<file path="src/rtl/simd_cmp_pkg.sv">
package simd_cmp_pkg;

  typedef enum logic [1:0] {
    LW_BYTE  = 2'd0,
    LW_WORD  = 2'd1,
    LW_DWORD = 2'd2
  } lane_sz_e;

  typedef enum logic {
    OP_EQ = 1'b0,
    OP_GT = 1'b1
  } cmp_kind_e;

  typedef struct packed {
    logic      legal;
    lane_sz_e  sz;
    cmp_kind_e kind;
  } cmp_dec_t;

  localparam int unsigned NUM_SZ    = 3;
  localparam int unsigned MIN_LANE_W = 8;

endpackage

</file>
<file path="src/rtl/simd_cmp_decode.sv">
module simd_cmp_decode
  import simd_cmp_pkg::*;
#(
  parameter logic [7:0] OPC_GT_B = 8'h64,
  parameter logic [7:0] OPC_GT_W = 8'h65,
  parameter logic [7:0] OPC_GT_D = 8'h66,
  parameter logic [7:0] OPC_EQ_W = 8'h75,
  parameter logic [7:0] OPC_EQ_D = 8'h76
) (
  input  logic [7:0] opc_i,
  output cmp_dec_t   dec_o
);

  always_comb begin
    dec_o = '{legal: 1'b0, sz: LW_BYTE, kind: OP_EQ};
    unique case (opc_i)
      OPC_GT_B: dec_o = '{legal: 1'b1, sz: LW_BYTE,  kind: OP_GT};
      OPC_GT_W: dec_o = '{legal: 1'b1, sz: LW_WORD,  kind: OP_GT};
      OPC_GT_D: dec_o = '{legal: 1'b1, sz: LW_DWORD, kind: OP_GT};
      OPC_EQ_W: dec_o = '{legal: 1'b1, sz: LW_WORD,  kind: OP_EQ};
      OPC_EQ_D: dec_o = '{legal: 1'b1, sz: LW_DWORD, kind: OP_EQ};
      default:  dec_o = '{legal: 1'b0, sz: LW_BYTE,  kind: OP_EQ};
    endcase
  end

endmodule

</file>
<file path="src/rtl/simd_cmp_lanes.sv">
module simd_cmp_lanes #(
  parameter int unsigned DATA_W = 64,
  parameter int unsigned LANE_W = 8
) (
  input  logic [DATA_W-1:0] lhs_i,
  input  logic [DATA_W-1:0] rhs_i,
  output logic [DATA_W-1:0] eq_mask_o,
  output logic [DATA_W-1:0] gt_mask_o
);

  localparam int unsigned NUM_LANES = DATA_W / LANE_W;

  for (genvar g = 0; g < NUM_LANES; g++) begin : g_lane
    logic signed [LANE_W-1:0] a_s, b_s;
    assign a_s = $signed(lhs_i[g*LANE_W +: LANE_W]);
    assign b_s = $signed(rhs_i[g*LANE_W +: LANE_W]);
    assign eq_mask_o[g*LANE_W +: LANE_W] = {LANE_W{a_s == b_s}};
    assign gt_mask_o[g*LANE_W +: LANE_W] = {LANE_W{a_s > b_s}};
  end

endmodule

</file>
<file path="src/rtl/simd_lane_cmp.sv">
module simd_lane_cmp
  import simd_cmp_pkg::*;
#(
  parameter int unsigned DATA_W = 64
) (
  input  logic              clk_i,
  input  logic              rst_ni,
  input  logic              valid_i,
  input  logic [7:0]        opc_i,
  input  logic [DATA_W-1:0] lhs_i,
  input  logic [DATA_W-1:0] rhs_i,
  output logic              valid_o,
  output logic              illegal_o,
  output logic [DATA_W-1:0] mask_o
);

  cmp_dec_t dec;

  simd_cmp_decode u_dec (
    .opc_i (opc_i),
    .dec_o (dec)
  );

  logic [DATA_W-1:0] eq_m [NUM_SZ];
  logic [DATA_W-1:0] gt_m [NUM_SZ];

  for (genvar s = 0; s < NUM_SZ; s++) begin : g_width
    simd_cmp_lanes #(
      .DATA_W (DATA_W),
      .LANE_W (MIN_LANE_W << s)
    ) u_lanes (
      .lhs_i     (lhs_i),
      .rhs_i     (rhs_i),
      .eq_mask_o (eq_m[s]),
      .gt_mask_o (gt_m[s])
    );
  end

  logic [DATA_W-1:0] eq_sel, gt_sel, mask_d;

  always_comb begin
    unique case (dec.sz)
      LW_WORD:  begin eq_sel = eq_m[1]; gt_sel = gt_m[1]; end
      LW_DWORD: begin eq_sel = eq_m[2]; gt_sel = gt_m[2]; end
      default:  begin eq_sel = eq_m[0]; gt_sel = gt_m[0]; end
    endcase
    mask_d = (dec.kind == OP_GT) ? gt_sel : eq_sel;
  end

  logic              valid_q, illegal_q;
  logic [DATA_W-1:0] mask_q;
  logic              issue_ok;

  assign issue_ok = valid_i & dec.legal;

  always_ff @(posedge clk_i or negedge rst_ni) begin
    if (!rst_ni) begin
      valid_q   <= 1'b0;
      illegal_q <= 1'b0;
      mask_q    <= '0;
    end else begin
      valid_q   <= issue_ok;
      illegal_q <= valid_i & ~dec.legal;
      if (issue_ok) mask_q <= mask_d;
    end
  end

  assign valid_o   = valid_q;
  assign illegal_o = illegal_q;
  assign mask_o    = mask_q;

endmodule

</file>
<file path="config.mk">
export PLATFORM = sky130hd
export DESIGN_NAME = simd_lane_cmp
export DESIGN_NICKNAME = d
export VERILOG_FILES = /design/src/rtl/simd_cmp_pkg.sv /design/src/rtl/simd_cmp_decode.sv /design/src/rtl/simd_cmp_lanes.sv /design/src/rtl/simd_lane_cmp.sv
export SDC_FILE = /design/constraint.sdc
export NUM_CORES = 1
export LEC_CHECK = 0
export ABC_AREA = 1
export BUFFER_PORTS_ARGS = -buffer_cell sky130_fd_sc_hd__buf_4
export CORE_MARGIN = 5
export CORE_UTILIZATION = 40
export CTS_CLUSTER_DIAMETER = 120
export DETAILED_ROUTE_END_ITERATION = 10
export PLACE_DENSITY_LB_ADDON = 0.12
export SETUP_SLACK_MARGIN = 0.5
export SLEW_MARGIN = 10
export SYNTH_ARGS = -nofsm -noshare
export SYNTH_HDL_FRONTEND = slang
export SYNTH_SLANG_ARGS = --single-unit
export TNS_END_PERCENT = 10
</file>
<file path="constraint.sdc">
create_clock -name clk_i -period 1.8 [get_ports clk_i]
set_input_delay 0.36 -clock clk_i [delete_from_list [all_inputs] [get_ports clk_i]]
set_output_delay 0.36 -clock clk_i [all_outputs]
set_load 0.05 [all_outputs]
</file>
# Word level (Yosys, flattened, before mapping)
# Cells that the tools add are included.
dict set report word_totals {
  ff_bits 66
  in_bits 139
  out_inout_bits 66
  word_cells 45
}
dict set report classes {
  magnitude_cmp 14
  eq_ne 21
  n_mux 4
  bitwise_logic 3
}
# operator n
set op_table {}
lappend op_table {{64-bit case mux with 2 select lines} 2}
lappend op_table {{16-bit == test} 4}
lappend op_table {{32-bit == test} 2}
lappend op_table {{8-bit == test} 8}
lappend op_table {{16-bit > comparator} 4}
lappend op_table {{32-bit > comparator} 2}
lappend op_table {{8-bit > comparator} 8}
lappend op_table {{64-bit 2-to-1 mux} 1}
lappend op_table {{8-bit by 7-bit == test with 1-bit output (second input constant)} 5}
lappend op_table {{4-bit case mux with 5 select lines} 1}
lappend op_table {{1-bit bitwise AND} 2}
lappend op_table {{2-bit by 1-bit == test with 1-bit output (second input constant)} 1}
lappend op_table {{2-bit == test (second input constant)} 1}
lappend op_table {{1-bit NOT} 1}

# Depth between registers and ports, before layout
dict set report logic_depth {
  word_depth 5
  depth_mapped 19
  ltp_nobuf 19
}

# Hierarchy
# Synthesis repeated with hierarchy kept, for this count alone.
dict set report unflattened {
  hier_cells 2472
  hier_area_um2 14445.1
}
# module n_inst cells_each area_per_inst_um2 seq_area_each_um2
set modules_own_cells {}
lappend modules_own_cells {simd_lane_cmp 1 1183 6228.5 1651.6}
lappend modules_own_cells {{simd_cmp_lanes at g_width[1].u_lanes} 1 431 2735.1 0.0}
lappend modules_own_cells {{simd_cmp_lanes at g_width[0].u_lanes} 1 427 2705.1 0.0}
lappend modules_own_cells {{simd_cmp_lanes at g_width[2].u_lanes} 1 405 2666.3 0.0}
lappend modules_own_cells {simd_cmp_decode 1 26 110.1 0.0}

# Worst setup path before layout
# OpenSTA, ideal clock, no wires.
dict set report synth_timing {
  kind {input -> register}
  startpoint {input opc_i[2]}
  endpoint {register mask_q[62] (netlist: mask_o[62])}
  setup_ns 0.073
  arrival_ns 1.796
  required_time_ns 1.727
  setup_slack_ns -0.070
  cell_stages 13
  n_path_buf 1
  path_cell_list {inv_1 -> nor2_1 -> inv_1 -> nor3_1 -> nand2_1 -> ha_1 -> clkbuf_1 -> nand2_1 -> a21oi_1 -> o21ai_0 -> nand2_1 -> nand2_1 -> a21oi_2}
}
dict set report synth_between {
  elab_chain_cells 5
  elab_cells_between_ends 12
  cone_classes {eq/ne (7); mux (4); bitwise (1)}
}
# item line_no
set synth_lines {}
lappend synth_lines {{from (decl)} simd_lane_cmp.sv:9} ;# input logic [7:0] opc_i,
lappend synth_lines {{8-bit by 7-bit == test with 1-bit output} simd_cmp_decode.sv:16} ;# unique case (opc_i)
lappend synth_lines {{4-bit case mux with 5 select lines *} simd_cmp_decode.sv:16}
lappend synth_lines {{2-bit == test / 2-bit by 1-bit == test with 1-bit output (equally long branches)} simd_lane_cmp.sv:42} ;# unique case (dec.sz)
lappend synth_lines {{64-bit case mux with 2 select lines} simd_lane_cmp.sv:42}
lappend synth_lines {{64-bit 2-to-1 mux} simd_lane_cmp.sv:47} ;# mask_d = (dec.kind == OP_GT) ? gt_sel : eq_sel;
lappend synth_lines {{to (signal assigned)} simd_lane_cmp.sv:64} ;# if (issue_ok) mask_q <= mask_d;
lappend synth_lines {{to (decl)} simd_lane_cmp.sv:51} ;# logic [DATA_W-1:0] mask_q;
# Every way passes the cells marked *; elsewhere a longest branch is shown, timed or not.
# A chain may end at the register's enable or synchronous reset.

# Worst setup path after layout
dict set report layout_timing {
  startpoint {input rhs_i[11]}
  endpoint {register mask_q[15] (netlist: mask_o[15])}
}
dict set report layout_between {
  elab_chain_cells 3
  elab_cells_between_ends 9
  cone_classes {order compare (3); eq/ne (3); mux (3)}
}
# item line_no
set layout_lines {}
lappend layout_lines {{from (decl)} simd_lane_cmp.sv:11} ;# input logic [DATA_W-1:0] rhs_i,
lappend layout_lines {{32-bit > comparator, or another cell as far along} simd_cmp_lanes.sv:18} ;# assign gt_mask_o[g*LANE_W +: LANE_W] = {LANE_W{a_s > b_s}};
lappend layout_lines {{64-bit case mux with 2 select lines} simd_lane_cmp.sv:42}
lappend layout_lines {{64-bit 2-to-1 mux *} simd_lane_cmp.sv:47}
# Marks and branches as above.

==> flow_metrics.tcl <==
set metrics [dict create \
    clock_latency_ns 0.23 \
    viasPerCell 4.72 \
    path_max_fanout 3 \
    netlist_instances 537 \
    dr.pass1.iters 4 \
    drc 0 \
    first_iter_violations 73 \
    finalWeightedCongestion 0.830 \
    wl_um 10600 \
    critPathLaunchType "primary input" \
    yosysSeqAreaShare 0.0733 \
    clk_path_buf_depth 2 \
    nFillCells 630 \
    synth_area_per_cell_um2 6.36 \
    min_period_ns 1.71 \
    clock-sinks 10 \
    hold_viol_final 0 \
    max_freq_ghz 0.585 \
    fin_crit_sh 0.950 \
    regArea_um2 250 \
    grt_max_degree 11 \
    dpl.hpwl_um 8500 \
    cts_tree "built" \
    drv_slew 0 \
    rsz0062_at_grt "yes" \
    die_x_um 102 \
    endpoint_kind "register" \
    status "complete, no violations" \
    critical_path_class "primary input to register" \
    multi_input_area_um2 3050 \
    postRouteAntennaNets 0 \
    wire_per_inst_um 12.6 \
    synth_area_um2 3420 \
    ys_types 35 \
    crit_family "simple AND/OR/NAND/NOR gates" \
    rows 33 \
    crit_path_frequent_cell "nand2_1" \
    worst_pin_slew_ns 0.343 \
    relSlewSlack 0.771 \
    diodes 0 \
    core_um2 8260 \
    slowest_stage "ha_4" \
    cts_root_buffer "clkbuf_8" \
    final_util 0.725 \
    finalClockSkew_ns 0 \
    worstPathArrival_ns 1.84 \
    cap_viol_max_count 0 \
    path_clk_slew_ns 0.05 \
    syn-num-nets 748 \
    crit_path_cell_trace "buf_4, inv_1, ha_4, nand2_2, o21ai_0, nand2_1, a21oi_2, nor2_1, nand3_1, nand2_1, nand2_2, nand2_1, nand3_2, nand2_1" \
    cts_made_buffers 3 \
    drive_gt1_frac 0.577 \
    powerDensity_nw_per_um2 379 \
    vdd_ir_drop_max_mv 0.291 \
    grt_pass1_vias 3790 \
    vias 3973 \
    cp.required_ns 1.92 \
    grt_usage 0.179 \
    grt_first_pass_wirelength_um 15700 \
    initial_core_util 0.414 \
    holdWs_ns 0.366 \
    dieArea_um2 10500 \
    area_growth_pct 75.3 \
    die_h_um 102 \
    crit_buf_inv 2 \
    yosysWarnings 0 \
    final_nets 948 \
    max_stage_delay_ns 0.28 \
    hold_path.class "primary input to register" \
    io_buffer_count 204 \
    htreeDepth 1 \
    gr-total-overflow 0 \
    io-pin-count 205 \
    ys_ff_latch 10 \
    antenna_found_initial 0 \
    setup_viol 0 \
    power_leakage_uw 0.00333 \
]
-- metal layers --
layer  GRT usage  share of wire  vias up
met5           0              0        -
met4      0.0232          0.014        0
met3      0.0294          0.088       15
met2       0.360           0.55      157
met1       0.198           0.35     1773
li1            -              -     2028
-- layout by cell type, fill, tap and decap left out, types with 2 or more instances in the layout --
cell type | netlist | final
ha_4 | 0 | 38
nor2_2 | 2 | 8
nand2_4 | 0 | 9
a21o_1 | 3 | 3
a21oi_1 | 41 | 19
nand4_1 | 4 | 4
nand2_2 | 12 | 23
nand2_1 | 117 | 97
buf_4 | 56 | 227
nand3_2 | 3 | 7
nor2_1 | 25 | 14
o21ai_0 | 20 | 12
nand4_4 | 1 | 2
clkbuf_8 | 1 | 4
buf_6 | 0 | 24
xnor2_1 | 3 | 3
inv_1 | 113 | 78
o21a_1 | 3 | 3
nand3_1 | 22 | 18
dfrtp_1 | 10 | 10
a21oi_2 | 3 | 24
inv_4 | 0 | 11
a31oi_1 | 2 | 2
inv_2 | 5 | 27
o21ai_2 | 0 | 3
ha_1 | 72 | 34
nor2_4 | 3 | 8
o21ai_1 | 3 | 8
-- path summary, 6_finish.rpt --
kind / startpoint / end / slack [ns] / depth (start not counted)
setup / recovery: rhs_i[11] / mask_o[15]$_DFFE_PN0P_ / 0.09 / 14
hold / removal: valid_i / illegal_o$_DFF_PN0_ / 0.37 / 3
setup reg to reg: mask_o[31]$_DFFE_PN0P_ / mask_o[31]$_DFFE_PN0P_ / 1.02 / 2
hold reg to reg: mask_o[47]$_DFFE_PN0P_ / mask_o[47]$_DFFE_PN0P_ / 0.65 / 2
max in group asynchronous: rst_ni / mask_o[55]$_DFFE_PN0P_ / 1.15 / 2
min in group asynchronous: rst_ni / mask_o[62]$_DFFE_PN0P_ / 0.50 / 2
-- where the power goes --
part           total, uW  switching (uW)  internal (uW)
logic               1710             960            750
registers            272            32.6            240
clock network        287            94.3            193
-- cell usage after synthesis --
cell type / instances / area (um2)
o311ai_2: 1 / 16.3
xor2_1: 1 / 8.76
clkinv_1: 1 / 3.75
nand3_2: 3 / 30.0
nor2_2: 2 / 12.5
nand4_4: 1 / 21.3
nor2_8: 1 / 20.0
nand3_1: 22 / 110
o21ai_0: 20 / 100
inv_1: 113 / 424
nor3_4: 1 / 16.3
a21oi_2: 3 / 26.3
dfrtp_1: 10 / 250
o31ai_1: 1 / 7.51
nand2_2: 12 / 75.1
a21o_1: 3 / 22.5
ha_1: 72 / 901
nor2_1: 25 / 93.8
nand4_1: 4 / 25.0
clkinv_2: 1 / 5.00
clkbuf_1: 1 / 3.75
nor3_1: 2 / 10.0
nor4_1: 1 / 6.26
a21oi_1: 41 / 205
a31oi_1: 2 / 12.5
nand4_2: 1 / 12.5
buf_4: 56 / 420
xnor2_1: 3 / 26.3
o21a_1: 3 / 22.5
clkbuf_8: 1 / 13.8
nor2_4: 3 / 33.8
or2_1: 1 / 6.26
inv_2: 5 / 18.8
nand2_1: 117 / 439
o21ai_1: 3 / 15.0
-- worst register-to-register path: cells and delay by family (launching register included) --
family	cells	cell delay, ns
and+or+nand+nor	2	0.18
DFF	1	0.50
-- flip-flops by register name, summed over array words and instances (netlist names) --
signal and count:
illegal_o 1, mask_o 8, valid_o 1
-- stage by stage --
stage / instance area (um2) / instances / TNS, ns / setup slack [ns] / total power, uW
floorplan: 3600 / 537 / 0 / 0.0608 / 1300
global route: 5990 / 841 / -0.152 / -0.0602 / 2440
global placement: 5120 / 828 / -1.35 / -0.214 / 1730
CTS: 5660 / 839 / 0 / 0.0984 / 2170
finish: 5990 / 841 / 0 / 0.0892 / 2270
detailed placement: 5120 / 828 / -1.69 / -0.261 / 1760
-- kinds of logic after synthesis --
kind of cell               count (synthesis)  synth area share
AOI/OAI and AO/OA                         77             0.125
xor gates and xnor gates                   4            0.0103
adders and majority gates                 72             0.264
buffers and inverters                    178             0.260
DFF                                       10            0.0733
and+or+nand+nor                          196             0.267
-- area by class of cell --
class                      count  area share
timing repair buffer         253       0.334
multi-input combinational    349       0.509
clock buffer                   4     0.00919
sequential                    10      0.0418
inverter                     120      0.0842
tap                          105      0.0219
-- timing repair --
item                                   CTS  global route
pin swaps                               55            66
gates resized for setup                 86            87
setup buffers                            6             2
setup endpoints to repair               73            74
hold buffers                             1             0
endpoints found under the hold margin   10             0
(Power assumes the default switching activity.)
